**config.mk**
```make
export PLATFORM = sky130hd
export DESIGN_NAME = dram_dq_ctrl
export DESIGN_NICKNAME = d
export VERILOG_FILES = /design/src/rtl/dqc_pkg.sv /design/src/rtl/dqc_strobe_edge.sv /design/src/rtl/dqc_cycle_tracker.sv /design/src/rtl/dqc_out_latch.sv /design/src/rtl/dram_dq_ctrl.sv
export SDC_FILE = /design/constraint.sdc
export NUM_CORES = 1
export LEC_CHECK = 0
export BUFFER_PORTS_ARGS = -buffer_cell sky130_fd_sc_hd__buf_4
export CORE_MARGIN = 10
export CORE_UTILIZATION = 35
export CTS_BUF_LIST = sky130_fd_sc_hd__clkbuf_8
export CTS_CLUSTER_SIZE = 24
export DETAILED_ROUTE_END_ITERATION = 8
export PLACE_DENSITY_LB_ADDON = 0.3
export SLEW_MARGIN = 15
export SYNTH_ARGS = -nofsm -noshare
export SYNTH_HDL_FRONTEND = slang
export SYNTH_SLANG_ARGS = --single-unit
```
**constraint.sdc**
```tcl
create_clock -name clk -period 1.5 [get_ports clk]
set_input_delay 0.225 -clock clk [delete_from_list [all_inputs] [get_ports clk]]
set_output_delay 0.225 -clock clk [all_outputs]
set_load 0.05 [all_outputs]
```
**src/rtl/dqc_pkg.sv**
```systemverilog
package dqc_pkg;
  typedef enum logic [2:0] {
    CK_IDLE = 3'd0,
    CK_READ = 3'd1,
    CK_EWR  = 3'd2,
    CK_LWR  = 3'd3,
    CK_RMW  = 3'd4,
    CK_REF  = 3'd5
  } cyc_kind_e;

  localparam int unsigned SI_RAS   = 0;
  localparam int unsigned SI_CAS   = 1;
  localparam int unsigned SI_WE    = 2;
  localparam int unsigned N_EDGED  = 3;
endpackage

```
**src/rtl/dqc_strobe_edge.sv**
```systemverilog
module dqc_strobe_edge #(
  parameter int unsigned N = 3
) (
  input  logic         clk,
  input  logic         rst_n,
  input  logic [N-1:0] lvl,
  output logic [N-1:0] fall
);
  logic [N-1:0] prev_q;

  for (genvar g = 0; g < N; g++) begin : g_edge
    // strobes idle high, so reset to high avoids a false fall
    always_ff @(posedge clk) begin
      if (!rst_n) prev_q[g] <= 1'b1;
      else        prev_q[g] <= lvl[g];
    end
    assign fall[g] = prev_q[g] & ~lvl[g];
  end
endmodule

```
**src/rtl/dqc_cycle_tracker.sv**
```systemverilog
module dqc_cycle_tracker
  import dqc_pkg::*;
(
  input  logic      clk,
  input  logic      rst_n,
  input  logic      ras_n,
  input  logic      cas_n,
  input  logic      we_n,
  input  logic      oe_n,
  input  logic      ras_fall,
  input  logic      cas_fall,
  input  logic      we_fall,
  output cyc_kind_e kind,
  output logic      proto_err
);
  cyc_kind_e kind_q, kind_d;
  logic      oe_seen_q, oe_seen_d;
  logic      err_q, err_d;
  logic      cas_was_low;

  // column strobe low now and not a fresh fall => it was low last cycle
  assign cas_was_low = ~cas_n & ~cas_fall;

  always_comb begin
    kind_d = kind_q;
    if (ras_fall) begin
      kind_d = cas_n ? CK_IDLE : CK_REF;
    end else if (ras_n && cas_n) begin
      kind_d = CK_IDLE;
    end else if (cas_fall && !ras_n) begin
      kind_d = we_n ? CK_READ : CK_EWR;
    end else if (we_fall && !cas_n && !ras_n && kind_q == CK_READ) begin
      kind_d = oe_seen_q ? CK_RMW : CK_LWR;
    end
  end

  always_comb begin
    oe_seen_d = oe_seen_q;
    if (cas_fall)                oe_seen_d = ~oe_n;
    else if (!cas_n && !oe_n)    oe_seen_d = 1'b1;
  end

  assign err_d = we_fall & cas_was_low & ~oe_n;

  always_ff @(posedge clk) begin
    if (!rst_n) begin
      kind_q    <= CK_IDLE;
      oe_seen_q <= 1'b0;
      err_q     <= 1'b0;
    end else begin
      kind_q    <= kind_d;
      oe_seen_q <= oe_seen_d;
      err_q     <= err_d;
    end
  end

  assign kind      = kind_q;
  assign proto_err = err_q;

  // the error flag is a single-cycle pulse
  assert_err_pulse_R10: assert property (@(posedge clk) disable iff (!rst_n)
    proto_err |=> !proto_err);

  // both strobes high at an edge leaves the tracker idle
  assert_idle_R9: assert property (@(posedge clk) disable iff (!rst_n)
    (ras_n && cas_n) |=> (kind == CK_IDLE));
endmodule

```
**src/rtl/dqc_out_latch.sv**
```systemverilog
module dqc_out_latch #(
  parameter int unsigned DQ_W    = 4,
  parameter int unsigned CPN_CYC = 2
) (
  input  logic            clk,
  input  logic            rst_n,
  input  logic            ras_n,
  input  logic            cas_n,
  input  logic            we_n,
  input  logic            oe_n,
  input  logic            cas_fall,
  input  logic [DQ_W-1:0] cell_rd,
  output logic [DQ_W-1:0] dq_out,
  output logic            dq_oe
);
  localparam int unsigned CW = (CPN_CYC < 2) ? 1 : $clog2(CPN_CYC + 1);
  localparam logic [CW-1:0] CNT_LAST = CW'(CPN_CYC - 1);

  logic            held_q, held_d;
  logic [DQ_W-1:0] data_q, data_d;
  logic [CW-1:0]   cnt_q, cnt_d;
  logic            oe_q, oe_d;

  always_comb begin
    held_d = held_q;
    data_d = data_q;
    cnt_d  = cnt_q;
    if (!cas_n) cnt_d = '0;
    if (cas_fall && !ras_n) begin
      if (we_n) begin
        held_d = 1'b1;
        data_d = cell_rd;
      end else begin
        held_d = 1'b0;
      end
    end else if (cas_n) begin
      if (cnt_q >= CNT_LAST) held_d = 1'b0;
      else                   cnt_d  = cnt_q + 1'b1;
    end
    oe_d = ~cas_n & ~oe_n & held_d;
  end

  always_ff @(posedge clk) begin
    if (!rst_n) begin
      held_q <= 1'b0;
      data_q <= '0;
      cnt_q  <= '0;
      oe_q   <= 1'b0;
    end else begin
      held_q <= held_d;
      data_q <= data_d;
      cnt_q  <= cnt_d;
      oe_q   <= oe_d;
    end
  end

  assign dq_out = data_q;
  assign dq_oe  = oe_q;

  // a high column strobe at an edge forces high impedance after it
  assert_hiz_cas_R2: assert property (@(posedge clk) disable iff (!rst_n)
    cas_n |=> !dq_oe);

  // while pins stay driven, the presented data does not change
  assert_data_stable_R4: assert property (@(posedge clk) disable iff (!rst_n)
    dq_oe |=> (!dq_oe || $stable(dq_out)));

  // pins are only driven when output enable was low
  assert_oe_gate_R4: assert property (@(posedge clk) disable iff (!rst_n)
    dq_oe |-> !$past(oe_n));
endmodule

```
**src/rtl/dram_dq_ctrl.sv**
```systemverilog
module dram_dq_ctrl
  import dqc_pkg::*;
#(
  parameter int unsigned DQ_W    = 4,
  parameter int unsigned CPN_CYC = 2
) (
  input  logic            clk,
  input  logic            rst_n,
  input  logic            ras_n,
  input  logic            cas_n,
  input  logic            we_n,
  input  logic            oe_n,
  input  logic [DQ_W-1:0] cell_rd,
  output logic [DQ_W-1:0] dq_out,
  output logic            dq_oe,
  output logic [2:0]      cyc_kind,
  output logic            proto_err
);
  logic [N_EDGED-1:0] sb_lvl;
  logic [N_EDGED-1:0] sb_fall;
  cyc_kind_e          kind;

  assign sb_lvl[SI_RAS] = ras_n;
  assign sb_lvl[SI_CAS] = cas_n;
  assign sb_lvl[SI_WE]  = we_n;

  dqc_strobe_edge #(.N(N_EDGED)) u_edge (
    .clk  (clk),
    .rst_n(rst_n),
    .lvl  (sb_lvl),
    .fall (sb_fall)
  );

  dqc_cycle_tracker u_trk (
    .clk      (clk),
    .rst_n    (rst_n),
    .ras_n    (ras_n),
    .cas_n    (cas_n),
    .we_n     (we_n),
    .oe_n     (oe_n),
    .ras_fall (sb_fall[SI_RAS]),
    .cas_fall (sb_fall[SI_CAS]),
    .we_fall  (sb_fall[SI_WE]),
    .kind     (kind),
    .proto_err(proto_err)
  );

  dqc_out_latch #(.DQ_W(DQ_W), .CPN_CYC(CPN_CYC)) u_lat (
    .clk     (clk),
    .rst_n   (rst_n),
    .ras_n   (ras_n),
    .cas_n   (cas_n),
    .we_n    (we_n),
    .oe_n    (oe_n),
    .cas_fall(sb_fall[SI_CAS]),
    .cell_rd (cell_rd),
    .dq_out  (dq_out),
    .dq_oe   (dq_oe)
  );

  assign cyc_kind = kind;

  // an early-write cycle never drives the pins
  assert_early_quiet_R6: assert property (@(posedge clk) disable iff (!rst_n)
    (kind == CK_EWR) |-> !dq_oe);
endmodule

```
==> metrics.txt, run 1 <==
Yosys warning count 0; failing checks negative setup slack; first-pass GRT wire length 2.75 mm; Psw 0.249 mW; combinational fraction of design power 16.7%; layout cell share with drive strength beyond 1 41.1%; H-tree Lvls 1; CP Data Arrival Time 1640 ps; # rows 16; Synth cell types 28; vias in the first global route 613; number of DRC markers in iteration 0 7; Die X 65.3 um; Die Area 4260 um^2; Worst Hold Class input pin to flop; io pins 19; initial antenna violation count 0; Clk pwr share 37.7%; pin count of the biggest net entering global routing 15; area of the multi-input gates 402 um^2; area of the core 1960 um^2; Area Growth Syn to Fin 39.2%; final hold viol count 0; FILL cells 199; Avg Cell Area, Syn 10.1 um^2; crit path time final 1500 ps; Avg Vias per Cell 4.90; Static Leak 0.420 nW; WL final 1.62 mm; final non-filler cell total 122; CP required 1640 ps; Final period util 100%; total power 1.00 mW; die height 65.3 um; Fin Setup TNS -2.24 ps; Setup-failing EPs final 1; Post-DRT Antenna Nets 0; Post-Synthesis Net Count 82; vias post-DR 598; routed length per instance 13.2 um; post-synth top area cell dfxtp_1; Initial Util 36.6%; placed insts 116; Final Wtd Congestion 0.829; DP HPWL 1.17 mm; max_cap viols 0; FF+latch area 329 um^2; RSZ-0062 raised after global routing yes; fin. max-slew vios 0; Syn Std Cell Area 718 um^2; Int Power 0.751 mW; Sequential Power Share 45.6%; most common cell after layout, fill and taps aside buf_4; Num CTS Buffers 3; root buffer cell clkbuf_8; clock transition at the registers of the reported paths 60 ps; CTS tree done; Slew headroom 76.5%; DRC viols 0; crit path max fanout 3; Area contributors post-synth dfxtp_1, mux2i_1, nor2b_1; Gate Count Post-Synth 71; Critical Path Source Type flop; Layout Nets 107; outcome finished, violations left; Synth top area share 44.6%; gr ovfl total 0; critical path capture point type flop; IO Port Bufs 18; sequential cell area fraction in the yosys report 44.6%; reg2reg setup slack -2 ps; ant diodes 0; Synth Register Bits 16; CP Class flop to flop; sw frac 24.9%; clk buf depth 2; worst slew pin tran 352 ps; pwr dens 1000 nW/um^2; GRT Overall Usage 8.00%; max frequency 666 MHz; CTS Sinks 16; clk_lat worst skew 250 ps; post-route setup slack -2.24 ps; commonest non-fill, non-tap cells in the layout buf_4, dfxtp_1, mux2i_1, nor2b_1, nand2b_1; Setup Skew 3.51 ps; peak supply drop 0.527 mV; Pre-antenna DRT Iters 2
[final timing paths]
check,start,to,depth (start not counted)
worst max-delay path,u_trk.kind[2],u_trk.kind[0],5
worst min-delay path,oe_n,u_lat.dq_oe,2
worst min register to register,u_lat.cnt_q[1],u_lat.cnt_q[0],1
worst max register to register,u_trk.kind[2],u_trk.kind[0],5
[final cells by class]
type	count	area share (%)
multi-input combinational	50	40.2
tap	27	3.38
sequential	16	32.9
inverter	3	1.13
timing repair buffer	22	16.9
clock buffer	4	5.51
[worst max-delay path, stage by stage, from the launching register on]
cell and delay [ps]:
dfxtp_2 330, or4b_4 520, nor3_4 240, buf_6 150
nor2_4 30, mux2i_1 120
[power by group through the flow]
| stage | registers, mW | logic, mW | clock network (mW) |
|---|---|---|---|
| after CTS | 0.456 | 0.156 | 0.391 |
| after floorplan | 0.494 | 0.0695 | 0 |
| after detailed placement | 0.465 | 0.155 | 0 |
| after global placement | 0.464 | 0.153 | 0 |
| after global routing | 0.458 | 0.182 | 0.413 |
| final | 0.456 | 0.167 | 0.377 |
[registers in the layout, indices dropped and copies added, names as in the netlist]
register / cells
u_edge.prev_q: 3
u_lat.cnt_q: 2
u_lat.dq_oe: 1
u_lat.dq_out: 4
u_lat.held_q: 1
u_trk.kind: 3
u_trk.oe_seen_q: 1
u_trk.proto_err: 1
[cells in the mapped netlist]
cell       count
a221o_1        1
o32ai_1        1
and2_1         1
nor3_4         1
dfxtp_1       16
nand2_1        4
nor4_1         1
nor2_1         5
nor2b_1        6
mux2i_1        7
o2111ai_1      1
o21ai_0        1
a21oi_1        3
clkbuf_1       1
nand3_1        1
nor3b_2        1
mux2_2         2
buf_2          1
o21bai_1       1
ha_1           1
or4b_4         1
nand2b_1       5
nand3b_1       2
inv_1          3
nor3b_1        1
o221ai_1       1
o311a_1        1
nand2b_4       1
[metal layers]
| metal | up-vias | track usage [%] | share of wire [%] |
|---|---|---|---|
| met1 | 287 | 9.06 | 43 |
| met2 | 11 | 12.3 | 50 |
| met5 | - | 0 | 0 |
| met3 | 2 | 3.56 | 6.1 |
| met4 | 0 | 4.28 | 0.99 |
| li1 | 298 | - | - |
[timing repair]
item	4_1_cts	5_1_grt
buffers inserted	0	2
hold buffers	0	0
resized for setup	0	6
endpoints found under the setup margin	0	1
[metrics by stage]
stage	cell area, um^2	worst slack [ps]	hold WS, ps	utilization (%)
after CTS	957	14.4	155	48.8
after global routing	1000	-51.0	162	51.0
after floorplan	727	11.3	298	-
after detailed placement	902	34.3	419	46.0
final	1000	-2.24	159	51.0
after global placement	902	74.8	415	46.0
[cell families after synthesis]
| kind of cell | Yosys count | synth area share, % |
|---|---|---|
| adders and majority gates | 1 | 1.74 |
| buffers and inverters | 5 | 2.79 |
| and+or+nand+nor | 30 | 27.7 |
| muxes | 9 | 12.9 |
| AOI/OAI and AO/OA | 10 | 10.3 |
| DFF | 16 | 44.6 |
(Power assumes the default switching activity.)
==> run 2: changes to the inputs <==
- ABC_CLOCK_PERIOD_IN_PS: not set -> 1500
- PLACE_DENSITY: not set -> 0.6
- PLACE_DENSITY_LB_ADDON: 0.3 -> not set
==> run 2 against run 1 <==
Final cell count fell by 1.6%; global-route usage fell by 0.59 points; first-iteration DRC count rose by 29%; clock power fell by 16%; critical endpoint is now u_trk.kind[2]; die area did not move; setup slack improved by 51 ps; via count fell by 2.7%; total power fell by 7.3%; register-to-register slack improved by 50 ps; the flow now finishes without violations; critical path type unchanged.
==> metrics.txt, run 2 (same netlist as run 1, synthesis figures left out) <==
Die X 65.3 um (unchanged); GRT Overall Usage 7.41% (-0.59 points); vias in the first global route 601 (-2.0%); placed insts 116 (unchanged); clk buf depth 2 (unchanged); crit path time final 1450 ps (-51.3 ps); first-pass GRT wire length 2.56 mm (-7.0%); Num CTS Buffers 3 (unchanged); WL final 1.52 mm (-6.0%); Pre-antenna DRT Iters 4 (+2); # rows 16 (unchanged); Avg Vias per Cell 4.85 (-1.1%); Post-DRT Antenna Nets 0 (unchanged); area of the core 1960 um^2 (unchanged); max_cap viols 0 (unchanged); IO Port Bufs 18 (unchanged); max frequency 689 MHz (+3.5%); outcome complete, no violations; Setup Skew 1.99 ps (-1.52 ps); vias post-DR 582 (-2.7%); Hold Buf Count CTS 0 (unchanged); layout cell share with drive strength beyond 1 34.4% (-6.6 points); commonest non-fill, non-tap cells in the layout buf_4, dfxtp_1, mux2i_1, nor2b_1; CP Data Arrival Time 1580 ps (-60 ps); worst reg-to-reg path cell count 4 (-1); Worst Hold Class input pin to flop; routed length per instance 12.7 um (-4.4%); clock transition at the registers of the reported paths 60 ps (about the same); Initial Util 36.6% (unchanged); H-tree Lvls 1 (unchanged); most common cell after layout, fill and taps aside buf_4; max reg flops 4 (unchanged); final non-filler cell total 120 (-1.6%); Final period util 96.7% (-3.4 points); number of DRC markers in iteration 0 9 (+2); Area Growth Syn to Fin 31.9%; clk_lat worst skew 240 ps (about the same); worst slew pin tran 346 ps (-6.11 ps); CP Class flop to flop; Critical Path Source Type flop; CTS tree done; Slew headroom 77.0% (+0.41 points); critical path capture point type flop; pin count of the biggest net entering global routing 15 (unchanged); CP required 1630 ps (about the same); CTS Sinks 16 (unchanged); Die Area 4260 um^2 (unchanged); Static Leak 0.404 nW (-3.8%); final hold viol count 0 (unchanged); root buffer cell clkbuf_8; cell depth of the worst min-delay path 2 (unchanged); peak supply drop 0.557 mV (+5.7%); die height 65.3 um (unchanged); io pins 19 (unchanged); pwr dens 978 nW/um^2 (-2.2%); RSZ-0062 raised after global routing yes; DRC viols 0 (unchanged); gr ovfl total 0 (unchanged); crit path max fanout 4 (+1); Fin Setup TNS 0 ps (+2.24 ps); initial antenna violation count 0 (unchanged); DP HPWL 1.15 mm (-1.7%); fin. max-slew vios 0 (unchanged); Layout Nets 105 (-1.9%); Setup-failing EPs final 0 (-1); ant diodes 0 (unchanged); Final Wtd Congestion 0.767 (-7.5%)
[run 2: area by class of cell]
class	count	area (um^2)
Fill cell	209	1010
Sequential cell	16	329
Clock inverter	1	3.75
Multi-Input combinational cell	50	378
Timing Repair Buffer	20	150
Clock buffer	3	41.3
Tap cell	27	33.8
Inverter	3	11.3
[run 2: metal layers]
layer	global-route usage [%]	vias to the layer above	share of wire [%]	wire length [um]
li1	-	298	-	-
met1	8.29	265	47	717
met5	0	-	0	0
met3	1.86	2	3.9	60
met2	12.0	17	47	716
met4	5.35	0	1.6	24
[run 2: final timing paths]
check | startpoint | endpoint | slack, ps
max | u_trk.kind[1] | u_trk.kind[2] | 50
min | oe_n | u_lat.dq_oe | 160
max reg2reg | u_trk.kind[1] | u_trk.kind[2] | 50
min reg2reg | u_lat.cnt_q[1] | u_lat.cnt_q[0] | 460
[run 2: power breakdown]
part,total [mW],internal [mW],switching (mW)
logic,0.154,0.0687,0.0852
registers,0.456,0.443,0.0131
clock network,0.317,0.181,0.136
total,0.926,0.692,0.234
[run 2: timing repair]
| action | in CTS | in global routing |
|---|---|---|
| gates resized for setup | 0 | 0 |
| endpoints found under the setup margin | 0 | 1 |
| buffers inserted | 0 | 0 |
[run 2: stage by stage]
step	utilization, %	hold slack, ps	worst slack [ps]	power (mW)	area [um^2]
2_1_floorplan	-	298	11.3	0.563	727
3_5_place_dp	46.0	418	54.3	0.620	902
3_3_place_gp	46.0	416	71.1	0.618	902
5_1_grt	48.3	157	-23.8	0.980	947
4_1_cts	48.3	158	45.6	0.945	947
6_report	48.3	162	49.1	0.926	947
[run 2: worst max-delay path, cell delays in order, from the launching register on]
cell and delay [ps]:
dfxtp_4 340, or4b_4 540, nor3_4 180, o221ai_1 150
o311a_1 130
